--- src/rtl/scan_seq_pkg.sv ---
`timescale 1ns/1ps
package scan_seq_pkg;
    typedef enum logic [2:0] {
        ST_IDLE,
        ST_LOAD,
        ST_LAUNCH,
        ST_CAPT,
        ST_UNLOAD,
        ST_DONE
    } seq_state_e;
endpackage

--- src/rtl/seq_cfg_hold.sv ---
`timescale 1ns/1ps
module seq_cfg_hold #(
    parameter int LEN_W   = 8,
    parameter int DIV_W   = 4,
    parameter int SE_PIPE = 1
) (
    input  logic             clk,
    input  logic             rst_n,
    input  logic             latch,
    input  logic [LEN_W-1:0] cfg_len,
    input  logic [DIV_W-1:0] cfg_div,
    input  logic             cfg_los,
    input  logic             cfg_pipe,
    output logic             cfg_ok,
    output logic [LEN_W-1:0] len_q,
    output logic [DIV_W-1:0] div_q,
    output logic             los_q,
    output logic [DIV_W-1:0] lead_q
);
    localparam logic [DIV_W-1:0] DIV_MIN = DIV_W'(2);
    localparam logic [DIV_W-1:0] PIPE_D  = DIV_W'(SE_PIPE);

    // A configuration is usable when it has a chain length, a divider of at
    // least two, and room in the last shift interval for the early fall.
    always_comb begin
        cfg_ok = (cfg_len != '0) && (cfg_div >= DIV_MIN);
        if (cfg_pipe && (cfg_div <= PIPE_D)) begin
            cfg_ok = 1'b0;
        end
    end

    always_ff @(posedge clk) begin
        if (!rst_n) begin
            len_q  <= '0;
            div_q  <= DIV_MIN;
            los_q  <= 1'b0;
            lead_q <= '0;
        end else if (latch) begin
            len_q  <= cfg_len;
            div_q  <= cfg_div;
            los_q  <= cfg_los;
            lead_q <= cfg_pipe ? PIPE_D : '0;
        end
    end
endmodule

--- src/rtl/seq_rate_div.sv ---
`timescale 1ns/1ps
module seq_rate_div #(
    parameter int DIV_W = 4
) (
    input  logic             clk,
    input  logic             rst_n,
    input  logic             clr,
    input  logic             run,
    input  logic [DIV_W-1:0] div,
    output logic [DIV_W-1:0] cnt,
    output logic             tick
);
    // tick marks the final cycle of each divider interval
    assign tick = run && (cnt == div - 1'b1);

    always_ff @(posedge clk) begin
        if (!rst_n) begin
            cnt <= '0;
        end else if (clr) begin
            cnt <= '0;
        end else if (run) begin
            cnt <= tick ? '0 : cnt + 1'b1;
        end
    end
endmodule

--- src/rtl/seq_pulse_count.sv ---
`timescale 1ns/1ps
module seq_pulse_count #(
    parameter int LEN_W = 8
) (
    input  logic             clk,
    input  logic             rst_n,
    input  logic             clr,
    input  logic             inc,
    output logic [LEN_W-1:0] count
);
    always_ff @(posedge clk) begin
        if (!rst_n) begin
            count <= '0;
        end else if (clr) begin
            count <= '0;
        end else if (inc) begin
            count <= count + 1'b1;
        end
    end
endmodule

--- src/rtl/atspeed_scan_seq.sv ---
`timescale 1ns/1ps
module atspeed_scan_seq
    import scan_seq_pkg::*;
#(
    parameter int LEN_W   = 8,
    parameter int DIV_W   = 4,
    parameter int SE_PIPE = 1
) (
    input  logic             clk,
    input  logic             rst_n,
    input  logic             start,
    input  logic             abort,
    input  logic [LEN_W-1:0] cfg_len,
    input  logic [DIV_W-1:0] cfg_div,
    input  logic             cfg_los,
    input  logic             cfg_pipe,
    output logic             scan_en,
    output logic             tclk_en,
    output logic             done,
    output logic [LEN_W-1:0] shift_cnt
);
    seq_state_e       state_q, state_d;
    logic             cfg_ok;
    logic             accept;
    logic [LEN_W-1:0] len_q;
    logic [DIV_W-1:0] div_q;
    logic             los_q;
    logic [DIV_W-1:0] lead_q;
    logic [DIV_W-1:0] div_cnt;
    logic             tick;
    logic             div_run;
    logic             div_clr;
    logic             last_pulse;
    logic             cnt_clr;
    logic             cnt_inc;
    logic             early_fall;

    assign accept = (state_q == ST_IDLE) && start && !abort && cfg_ok;

    seq_cfg_hold #(.LEN_W(LEN_W), .DIV_W(DIV_W), .SE_PIPE(SE_PIPE)) cfg_i (
        .clk      (clk),
        .rst_n    (rst_n),
        .latch    (accept),
        .cfg_len  (cfg_len),
        .cfg_div  (cfg_div),
        .cfg_los  (cfg_los),
        .cfg_pipe (cfg_pipe),
        .cfg_ok   (cfg_ok),
        .len_q    (len_q),
        .div_q    (div_q),
        .los_q    (los_q),
        .lead_q   (lead_q)
    );

    assign div_run = (state_q == ST_LOAD) || (state_q == ST_LAUNCH) ||
                     (state_q == ST_UNLOAD);
    assign div_clr = (state_q != state_d);

    seq_rate_div #(.DIV_W(DIV_W)) div_i (
        .clk   (clk),
        .rst_n (rst_n),
        .clr   (div_clr),
        .run   (div_run),
        .div   (div_q),
        .cnt   (div_cnt),
        .tick  (tick)
    );

    assign cnt_inc = tick && ((state_q == ST_LOAD) || (state_q == ST_UNLOAD));
    assign cnt_clr = accept || abort || (state_q == ST_CAPT);

    seq_pulse_count #(.LEN_W(LEN_W)) cnt_i (
        .clk   (clk),
        .rst_n (rst_n),
        .clr   (cnt_clr),
        .inc   (cnt_inc),
        .count (shift_cnt)
    );

    assign last_pulse = (shift_cnt == len_q - 1'b1);

    // In the final load interval, the fall is announced lead_q cycles before
    // the interval ends; with lead_q zero this never triggers.
    assign early_fall = last_pulse && (div_cnt >= div_q - lead_q);

    // state register
    always_ff @(posedge clk) begin
        if (!rst_n) begin
            state_q <= ST_IDLE;
        end else begin
            state_q <= state_d;
        end
    end

    // next state
    always_comb begin
        state_d = state_q;
        unique case (state_q)
            ST_IDLE:   if (accept) state_d = ST_LOAD;
            ST_LOAD:   if (tick && last_pulse) state_d = los_q ? ST_CAPT : ST_LAUNCH;
            ST_LAUNCH: if (tick) state_d = ST_CAPT;
            ST_CAPT:   state_d = ST_UNLOAD;
            ST_UNLOAD: if (tick && last_pulse) state_d = ST_DONE;
            ST_DONE:   state_d = ST_IDLE;
            default:   state_d = ST_IDLE;
        endcase
        if (abort) begin
            state_d = ST_IDLE;
        end
    end

    // outputs
    always_comb begin
        scan_en = 1'b0;
        tclk_en = 1'b0;
        done    = 1'b0;
        unique case (state_q)
            ST_IDLE:   ;
            ST_LOAD: begin
                scan_en = !early_fall;
                tclk_en = tick;
            end
            ST_LAUNCH: tclk_en = tick;
            ST_CAPT:   tclk_en = 1'b1;
            ST_UNLOAD: begin
                scan_en = 1'b1;
                tclk_en = tick;
            end
            ST_DONE:   done = 1'b1;
            default:   ;
        endcase
        if (abort) begin
            scan_en = 1'b0;
            tclk_en = 1'b0;
        end
    end

    a_r1_idle_quiet: assert property (@(posedge clk) disable iff (!rst_n)
        (state_q == ST_IDLE) |-> (!tclk_en && !scan_en && !done));

    a_r3_load_count_bound: assert property (@(posedge clk) disable iff (!rst_n)
        (state_q == ST_LOAD) |-> (shift_cnt < len_q));

    a_r4_loc_launch_gap: assert property (@(posedge clk) disable iff (!rst_n)
        (state_q == ST_CAPT && !los_q && !abort) |->
            ($past(tclk_en) && !$past(scan_en)));

    a_r5_los_launch_is_shift: assert property (@(posedge clk) disable iff (!rst_n)
        (state_q == ST_CAPT && los_q && !abort) |->
            ($past(tclk_en) && ($past(state_q) == ST_LOAD)));

    a_r4_capture_se_low: assert property (@(posedge clk) disable iff (!rst_n)
        (state_q == ST_CAPT) |-> !scan_en);

    a_r8_done_single: assert property (@(posedge clk) disable iff (!rst_n)
        done |=> !done);

    a_r9_no_restart: assert property (@(posedge clk) disable iff (!rst_n)
        (state_q == ST_LOAD && !abort && !tick) |=> (shift_cnt == $past(shift_cnt)));

    a_r10_abort_idle: assert property (@(posedge clk) disable iff (!rst_n)
        abort |=> (state_q == ST_IDLE && shift_cnt == '0));
endmodule

--- config.mk ---
export PLATFORM = sky130hd
export DESIGN_NAME = atspeed_scan_seq
export DESIGN_NICKNAME = d
export VERILOG_FILES = /design/src/rtl/scan_seq_pkg.sv /design/src/rtl/seq_cfg_hold.sv /design/src/rtl/seq_rate_div.sv /design/src/rtl/seq_pulse_count.sv /design/src/rtl/atspeed_scan_seq.sv
export SDC_FILE = /design/constraint.sdc
export NUM_CORES = 1
export LEC_CHECK = 0
export ABC_AREA = 1
export ABC_CLOCK_PERIOD_IN_PS = 2000
export BUFFER_PORTS_ARGS = -buffer_cell sky130_fd_sc_hd__buf_2
export CORE_ASPECT_RATIO = 1.75
export CORE_MARGIN = 2
export CORE_UTILIZATION = 40
export DETAILED_ROUTE_END_ITERATION = 16
export GPL_TIMING_DRIVEN = 1
export PLACE_DENSITY = 0.68
export SYNTH_ARGS = -nofsm -noshare
export SYNTH_HDL_FRONTEND = slang
export SYNTH_SLANG_ARGS = --single-unit
--- constraint.sdc ---
create_clock -name clk -period 2 [get_ports clk]
set_input_delay 0.2 -clock clk [delete_from_list [all_inputs] [get_ports clk]]
set_output_delay 0.2 -clock clk [all_outputs]
set_load 0.02 [all_outputs]
Yosys cells after proc, flatten, opt, wreduce, memory -nomap -nowiden
Index checks and enable logic that the tools add are counted.
W data, S select, Z words.

storage, ports and cells
  register bits = 32
  bits of input ports = 18
  output and inout port bits = 11
  logic and storage cells = 60

cells by class
  add/sub/neg operators = 5
  order comparisons = 3
  eq/ne operators = 8
  muxes and demuxes = 15
  bitwise operators = 1
  reduce and logical (&&, ||, !) cells = 21

operator list
  cell                   count
  $mux W3                5
  $pmux W3 S5            1
  $logic_and A1 B1 Y1    9
  $add A8 B1 Y8 const B  1
  $eq A8 B8 Y1           1
  $reduce_bool A8 Y1     1
  $sub A8 B1 Y8 const B  1
  $eq A3 B2 Y1 const B   2
  $eq A3 B3 Y1 const B   2
  $mux W1                6
  $logic_or A1 B1 Y1     5
  $add A4 B1 Y4 const B  1
  $eq A4 B4 Y1           1
  $ge A4 B2 Y1 const B   1
  $ge A4 B4 Y1           1
  $le A4 B1 Y1 const B   1
  $mux W4                1
  $pmux W1 S2            2
  $reduce_or A2 Y1       2
  $sub A4 B1 Y4 const B  1
  $sub A4 B4 Y4          1
  $eq A3 B1 Y1 const B   1
  $logic_not A3 Y1       1
  $ne A3 B3 Y1           1
  other kinds (3)        4

Logic depth before layout (Yosys ltp)
Gate-level depths: netlist of run 1.

  depth after elaboration = 10
  gate-level depth with buffers = 18

Hierarchy
Synthesis of run 1 repeated with hierarchy kept, for this count alone.

second synthesis, totals
  cell total of the unflattened synthesis = 326
  area, all modules = 2103.3 um^2

by module, submodules not included
  module            instances  cells each  area an instance (um^2)  sequential area each (um^2)
  atspeed_scan_seq  1          148         849.6                    60.1
  seq_cfg_hold      1          73          550.5                    280.3
  seq_pulse_count   1          50          361.6                    160.2
  seq_rate_div      1          55          341.6                    80.1

Worst setup path before layout of run 1
Ideal clock, no wire load.

  path kind = register -> output
  from = reg cfg_i.div_q[0]
  to = out scan_en
  arrival time = 1.918 ns
  slack = -0.118 ns
  stages on the path, launching flop included = 11
  path buffers = 0
  path through = dfxtp_1 -> inv_1 -> ha_1 -> ha_1 -> ha_1 -> a21boi_0 -> o21a_1 -> o21a_1 -> o21ai_0 -> o211ai_1 -> inv_1

on the way
  word-level cells in the longest chain between the ends = 6

RTL lines
  element                 line                     source
  start, declared         seq_cfg_hold.sv:16       output logic [DIV_W-1:0] div_q,
  start signal, assigned  seq_cfg_hold.sv:40       div_q <= cfg_div;
  $sub A4 B4 Y4           atspeed_scan_seq.sv:84   assign early_fall = last_pulse && (div_cnt >= div_q - lead_q);
  $ge A4 B4 Y1            atspeed_scan_seq.sv:84
  $logic_and A1 B1 Y1     atspeed_scan_seq.sv:84
  $logic_not A1 Y1        atspeed_scan_seq.sv:120  scan_en = !early_fall;
  $pmux W1 S2             atspeed_scan_seq.sv:117  unique case (state_q)
  $mux W1                 atspeed_scan_seq.sv:132  if (abort) begin
  end, declared           atspeed_scan_seq.sv:17   output logic scan_en,

No other way between the ends.

Worst setup path in the final report of run 1
Same ends and word-level chain as after synthesis.

==> results of run 1 <==
state kept, by name, summed over array words and instances (netlist names):
signal and flops:
cfg_i.len_q 8, div_i.cnt 4, cfg_i.los_q 1, cfg_i.div_q 4, cfg_i.lead_q 1, cnt_i.count 8
state_q 3
cell usage after synthesis, types with 3 or more instances:
library cell / n / share of area
nand3_1: 22 / 0.058
clkbuf_1: 3 / 0.0059
nand2_1: 64 / 0.13
xnor2_1: 6 / 0.028
o21ai_0: 21 / 0.055
ha_1: 10 / 0.066
nor2_1: 31 / 0.061
inv_1: 41 / 0.081
nor4_1: 4 / 0.013
nand4_1: 6 / 0.020
nor3_1: 7 / 0.018
a21oi_1: 19 / 0.050
dfxtp_1: 29 / 0.31
xor2_1: 3 / 0.014
per-layer routing:
layer,vias to the layer above,GRT usage
met5,-,0
met4,0,0.139
met3,19,0.0339
met2,35,0.410
met1,984,0.194
li1,1079,-
power groups by stage:
stage / sequential (µW) / clock, µW / combinational (µW)
CTS: 621 / 560 / 297
detailed placement: 632 / 0 / 282
finish: 622 / 547 / 318
global route: 624 / 586 / 362
global placement: 631 / 0 / 276
floorplan: 627 / 0 / 194
worst register-to-register path, delay by kind of cell, from the launching register on:
| family | cells | cell delay, ps |
|---|---|---|
| simple gates | 7 | 840 |
| compound gates | 3 | 390 |
| buf+inv | 4 | 380 |
| flops | 1 | 350 |
| fa+ha+maj | 1 | 210 |
worst paths after layout:
path / start / to / depth (start not counted)
setup / recovery: cfg_i.div_q[0]$_SDFFE_PN0P_ / scan_en / 11
hold / removal: cfg_div[1] / cfg_i.div_q[1]$_SDFFE_PN1P_ / 3
setup reg to reg: cfg_i.div_q[0]$_SDFFE_PN0P_ / cnt_i.count[7]$_SDFFE_PP0P_ / 15
hold reg to reg: cfg_i.los_q$_SDFFE_PN0P_ / cfg_i.los_q$_SDFFE_PN0P_ / 2
final cells by class:
type	instances	area, µm²
Clock buffer	7	96.3
Clock inverter	1	5.00
Fill cell	465	1980
Inverter	43	171
Multi-Input combinational cell	214	1310
Sequential cell	29	586
Tap cell	52	65.1
Timing Repair Buffer	60	415
timing repair:
action	CTS	global route
setup buffers	3	5
endpoints found under the setup margin	10	16
pin swaps	17	19
gates resized for setup	22	33
hold buffers	0	0
cell families (layout without fill, tap and decap cells):
family          Yosys count  count (layout)  share of synthesized area
simple gates            143             143                      0.342
fa+ha+maj                10              10                     0.0660
xor+xnor                  9               9                     0.0416
flops                    29              29                      0.306
compound gates           52              52                      0.152
buf+inv                  46             111                     0.0923
metrics by stage:
stage,power (µW),instances
2_1_floorplan,821,289
3_3_place_gp,907,390
3_5_place_dp,913,390
4_1_cts,1480,401
5_1_grt,1570,406
6_report,1490,406
==> impl_metrics.toml, run 1 <==
[outcome]
status = "finished with violations"
failed_checks = "negative setup slack"

[timing]
finalSetupViolCount = 16
whs_ps = 154
finalWorstSetupSlack_ps = -425
max_freq_mhz = 412
tns_ps = -3070
hold_viol_final = 0
worst_pin_slew_ps = 520
rsz0062_at_grt = "yes"
fin_crit_ps = 2430
fin_crit_sh = 1.21
skew_ps = 6.69
slew_viol_final = 0
relSlewSlack = 0.651

[global_routing]
grt_pass1_vias = 2041
antenna_found_initial = 0
grt_max_degree = 20
grt_usage = 0.209
grt_pass1_wl_mm = 8.66
grt.overflow.total = 0

[worst_setup_path]
crit_path_top_delay_cell = "dfxtp_2"
cp_cell_sequence = "inv_4, ha_4, ha_4, ha_1, a21boi_1, o21a_1, o21a_1, o21ai_1, o211ai_1, inv_2, buf_6"
slowest_delay_ps = 350
critPathCaptureType = "primary output"
cp_data_required_time_ps = 1800
crit_type = "flip-flop to primary output"
critical_path_peak_fanout = 2
critPathArrivalTime_ps = 2230
critical_path.top_delay_family = "compound AO/OA/AOI/OAI gates"
reg2reg_slack_ps = -270
worstSetupStartpointType = "flip-flop"
critPathBufInv = 3

[drt]
dr_wl_met2_mm = 3.09
ant_nets = 0
route.detailed.drc = 0
wl_met1_mm = 1.84
via_per_inst = 5.21
drt_wl_total_mm = 5.31
route.met3.wl_um = 126
firstDrtPassIters = 4
dr.max_layer_used = "met4"
routedWlPerCell_um = 13.1
drtIter0Drc = 58
dr_total_vias = 2117

[cts]
clk_pin_slew_ps = 60
clockBufferDepth = 2
cts_tree = "built"
clk_latency_ps = 290
clock-sinks = 29
cts-root-buf = "clkbuf_8"
cts_buffers = 5
cts_htree_levels = 2

[cells_and_area]
synthToLayoutAreaGrowth_pct = 39.5
insertedDiodeCount = 0
stdcell_area_um2 = 2650
final_nets = 381
drive_above_1_share = 0.331
final_core_util = 0.572
layout_commonest_cell = "nand2_1"
final_cell_mix = "nand2_1, inv_1, nor2_1, buf_2, buf_4"

[die]
ios = 29
die_h_um = 95.1
die-area_um2 = 5330
start_util = 0.410
rows = 33
coreArea_um2 = 4620
die_w_um = 56.1

[synth]
ys_warn_count = 0
ys_types = 31
async_flop_share = 0
syn_avg_cell_area_um2 = 6.56
syn_nets = 317
ys_ff_latch = 29
ys_seq_area_frac = 0.306
synth-edff-count = 0
synth_flop_cell = "dfxtp_1"
synth_area_um2 = 1900
syn-instance-count = 289

[power_and_ir_drop]
p_int_uw = 1050
pwr-share-comb = 0.214
ir_drop_mv = 0.496
pwr-share-seq = 0.418
p_leak_uw = 0.00123
pwr-share-clk = 0.368
p_per_area_nw_per_um2 = 562
power.net_switching_uw = 440
p_sw_frac = 0.296

[placement]
dp_hpwl_mm = 3.94
place.gp.congestion = 0.879
port_buffers = 28
preCtsSetupSlack_ps = -177
placed_area_um2 = 2290

[min_path]
hp-class = "input pin to flip-flop"

[job]
drv_cap = 0
Note: power is estimated with default switching activity, not from simulation.
==> run 2: changes to the inputs <==
ABC_CLOCK_PERIOD_IN_PS = 2500   (was 2000)
PLACE_DENSITY = 0.66   (was 0.68)
clock period = 2.5 ns   (was 2 ns; I/O delays follow)
==> impl_metrics.toml, run 2 (synthesized netlist as in run 1, its figures left out) <==
[power_and_ir_drop]
p_per_area_nw_per_um2 = 481
ir_drop_mv = 0.351
p_leak_uw = 0.00107

[global_routing]
grt_max_degree = 23
antenna_found_initial = 0
grt_usage = 0.203
grt_pass1_vias = 1984
grt_pass1_wl_mm = 8.36
grt.overflow.total = 0

[cells_and_area]
synthToLayoutAreaGrowth_pct = 21.3
final_nets = 354
insertedDiodeCount = 0
stdcell_count = 379
layout_commonest_cell = "nand2_1"
drive_above_1_share = 0.205
largestRegisters = "cfg_i.len_q (8), cnt_i.count (8)"
final_cell_mix = "nand2_1, inv_1, nor2_1"

[job]
drv_cap = 0

[drt]
route.detailed.drc = 0
drtIter0Drc = 74
dr_total_vias = 1978
firstDrtPassIters = 5
via_per_inst = 5.22
routedWlPerCell_um = 12.8
drt_wl_total_mm = 4.86
ant_nets = 0

[die]
ios = 29
die-area_um2 = 5330
start_util = 0.410
die_w_um = 56.1
die_h_um = 95.1
coreArea_um2 = 4620
rows = 33

[timing]
fin_crit_sh = 0.978
fin_crit_ps = 2440
worst_pin_slew_ps = 573
finalSetupViolCount = 0
slew_viol_final = 0
skew_ps = 7.56
max_freq_mhz = 409
relSlewSlack = 0.614
rsz0062_at_grt = "yes"
finalWorstSetupSlack_ps = 56.1
hold_viol_final = 0

[cts]
clk_latency_ps = 280
cts_hold_buffers = 0
cts_buffers = 5
cts_tree = "built"
cts_htree_levels = 2
clock-sinks = 29
clk_pin_slew_ps = 60
clockBufferDepth = 2
cts-root-buf = "clkbuf_8"

[placement]
dpl.cell_count = 367
port_buffers = 28
place.gp.congestion = 0.830
preCtsSetupSlack_ps = 175
dp_hpwl_mm = 3.75

[outcome]
status = "finished, final reports clean"

[min_path]
min_from = "cfg_div[1]"
hp-class = "input pin to flip-flop"
worstHoldPathCells = 3
hold_end = "cfg_i.div_q[1]$_SDFFE_PN1P_"

[worst_setup_path]
worstSetupStartpointType = "flip-flop"
r2r_end = "cnt_i.count[7]$_SDFFE_PP0P_"
critPathCaptureType = "primary output"
r2r_cells = 13
rr_startpoint = "cfg_i.div_q[1]$_SDFFE_PN1P_"
crit_type = "flip-flop to primary output"
critPathArrivalTime_ps = 2190
cp_data_required_time_ps = 2250
reg2reg_slack_ps = 250
critical_path_peak_fanout = 4
[run 2: cell count changes in the layout (fill, tap and decap cells not counted), moves of 3 or more]
| cell | previous run | this run |
|---|---|---|
| buf_4 | 26 | 5 |
| a21oi_1 | 12 | 19 |
| a21oi_2 | 8 | 1 |
| buf_6 | 8 | 1 |
| nand2_1 | 58 | 63 |
| inv_1 | 35 | 39 |
| nand2_2 | 5 | 1 |
| inv_2 | 5 | 2 |
[run 2: cell type report]
cell class / instances / area, µm²
fill: 504 / 2320
multi-input combinational: 214 / 1220
sequential: 29 / 583
timing repair buffer: 33 / 184
inverter: 43 / 166
clock buffer: 6 / 72.6
tap: 52 / 65.1
clock inverter: 2 / 10.0
[run 2: report_power, final]
part / internal, µW / switching, µW / leakage, µW
Sequential: 480 / 17.3 / 0.000237
Clock: 192 / 182 / 0.0000450
Combinational: 96.1 / 139 / 0.000792
[run 2: per-layer routing]
metal | up-vias | global-route usage | share of wire
met5 | - | 0 | 0
li1 | 1023 | - | -
met2 | 43 | 0.375 | 0.54
met3 | 24 | 0.0339 | 0.028
met1 | 888 | 0.191 | 0.37
met4 | 0 | 0.171 | 0.064
[run 2: per-stage QoR]
step	area, µm²	power (µW)	hold slack, ps	utilization	setup TNS, ps
floorplan	1900	654	380	-	0
global placement	2100	707	456	0.454	0
detailed placement	2100	710	461	0.454	0
CTS	2200	1090	191	0.475	0
global route	2300	1170	217	0.498	-93.5
finish	2300	1110	202	0.498	0
[run 2: critical path: stages (launching register included)]
cell,delay (ps)
dfxtp_2,350
inv_4,50
ha_4,160
ha_4,260
ha_4,180
a21boi_2,150
o21a_1,160
o21a_1,190
o21ai_2,110
o211ai_1,110
inv_1,80
buf_6,110
[run 2: timing repair]
item | 4_1_cts | 5_1_grt
resized for setup | 6 | 17
setup buffers | 1 | 3
endpoints found under the setup margin | 1 | 5
gates cloned | 0 | 0
pin swaps | 2 | 6
[run 2: worst max path at each step]
stage,start,end,slack [ps],depth (start not counted)
after floorplan,cfg_i.div_q[0]$_SDFFE_PN0P_,scan_en,330,10
after global placement,cfg_i.div_q[0]$_SDFFE_PN0P_,scan_en,230,11
after detailed placement,cfg_i.div_q[0]$_SDFFE_PN0P_,scan_en,170,11
after CTS,cfg_i.div_q[0]$_SDFFE_PN0P_,scan_en,0.5,11
after global routing,cfg_i.len_q[2]$_SDFFE_PN0P_,scan_en,-70,11
final,cfg_i.div_q[0]$_SDFFE_PN0P_,scan_en,60,11
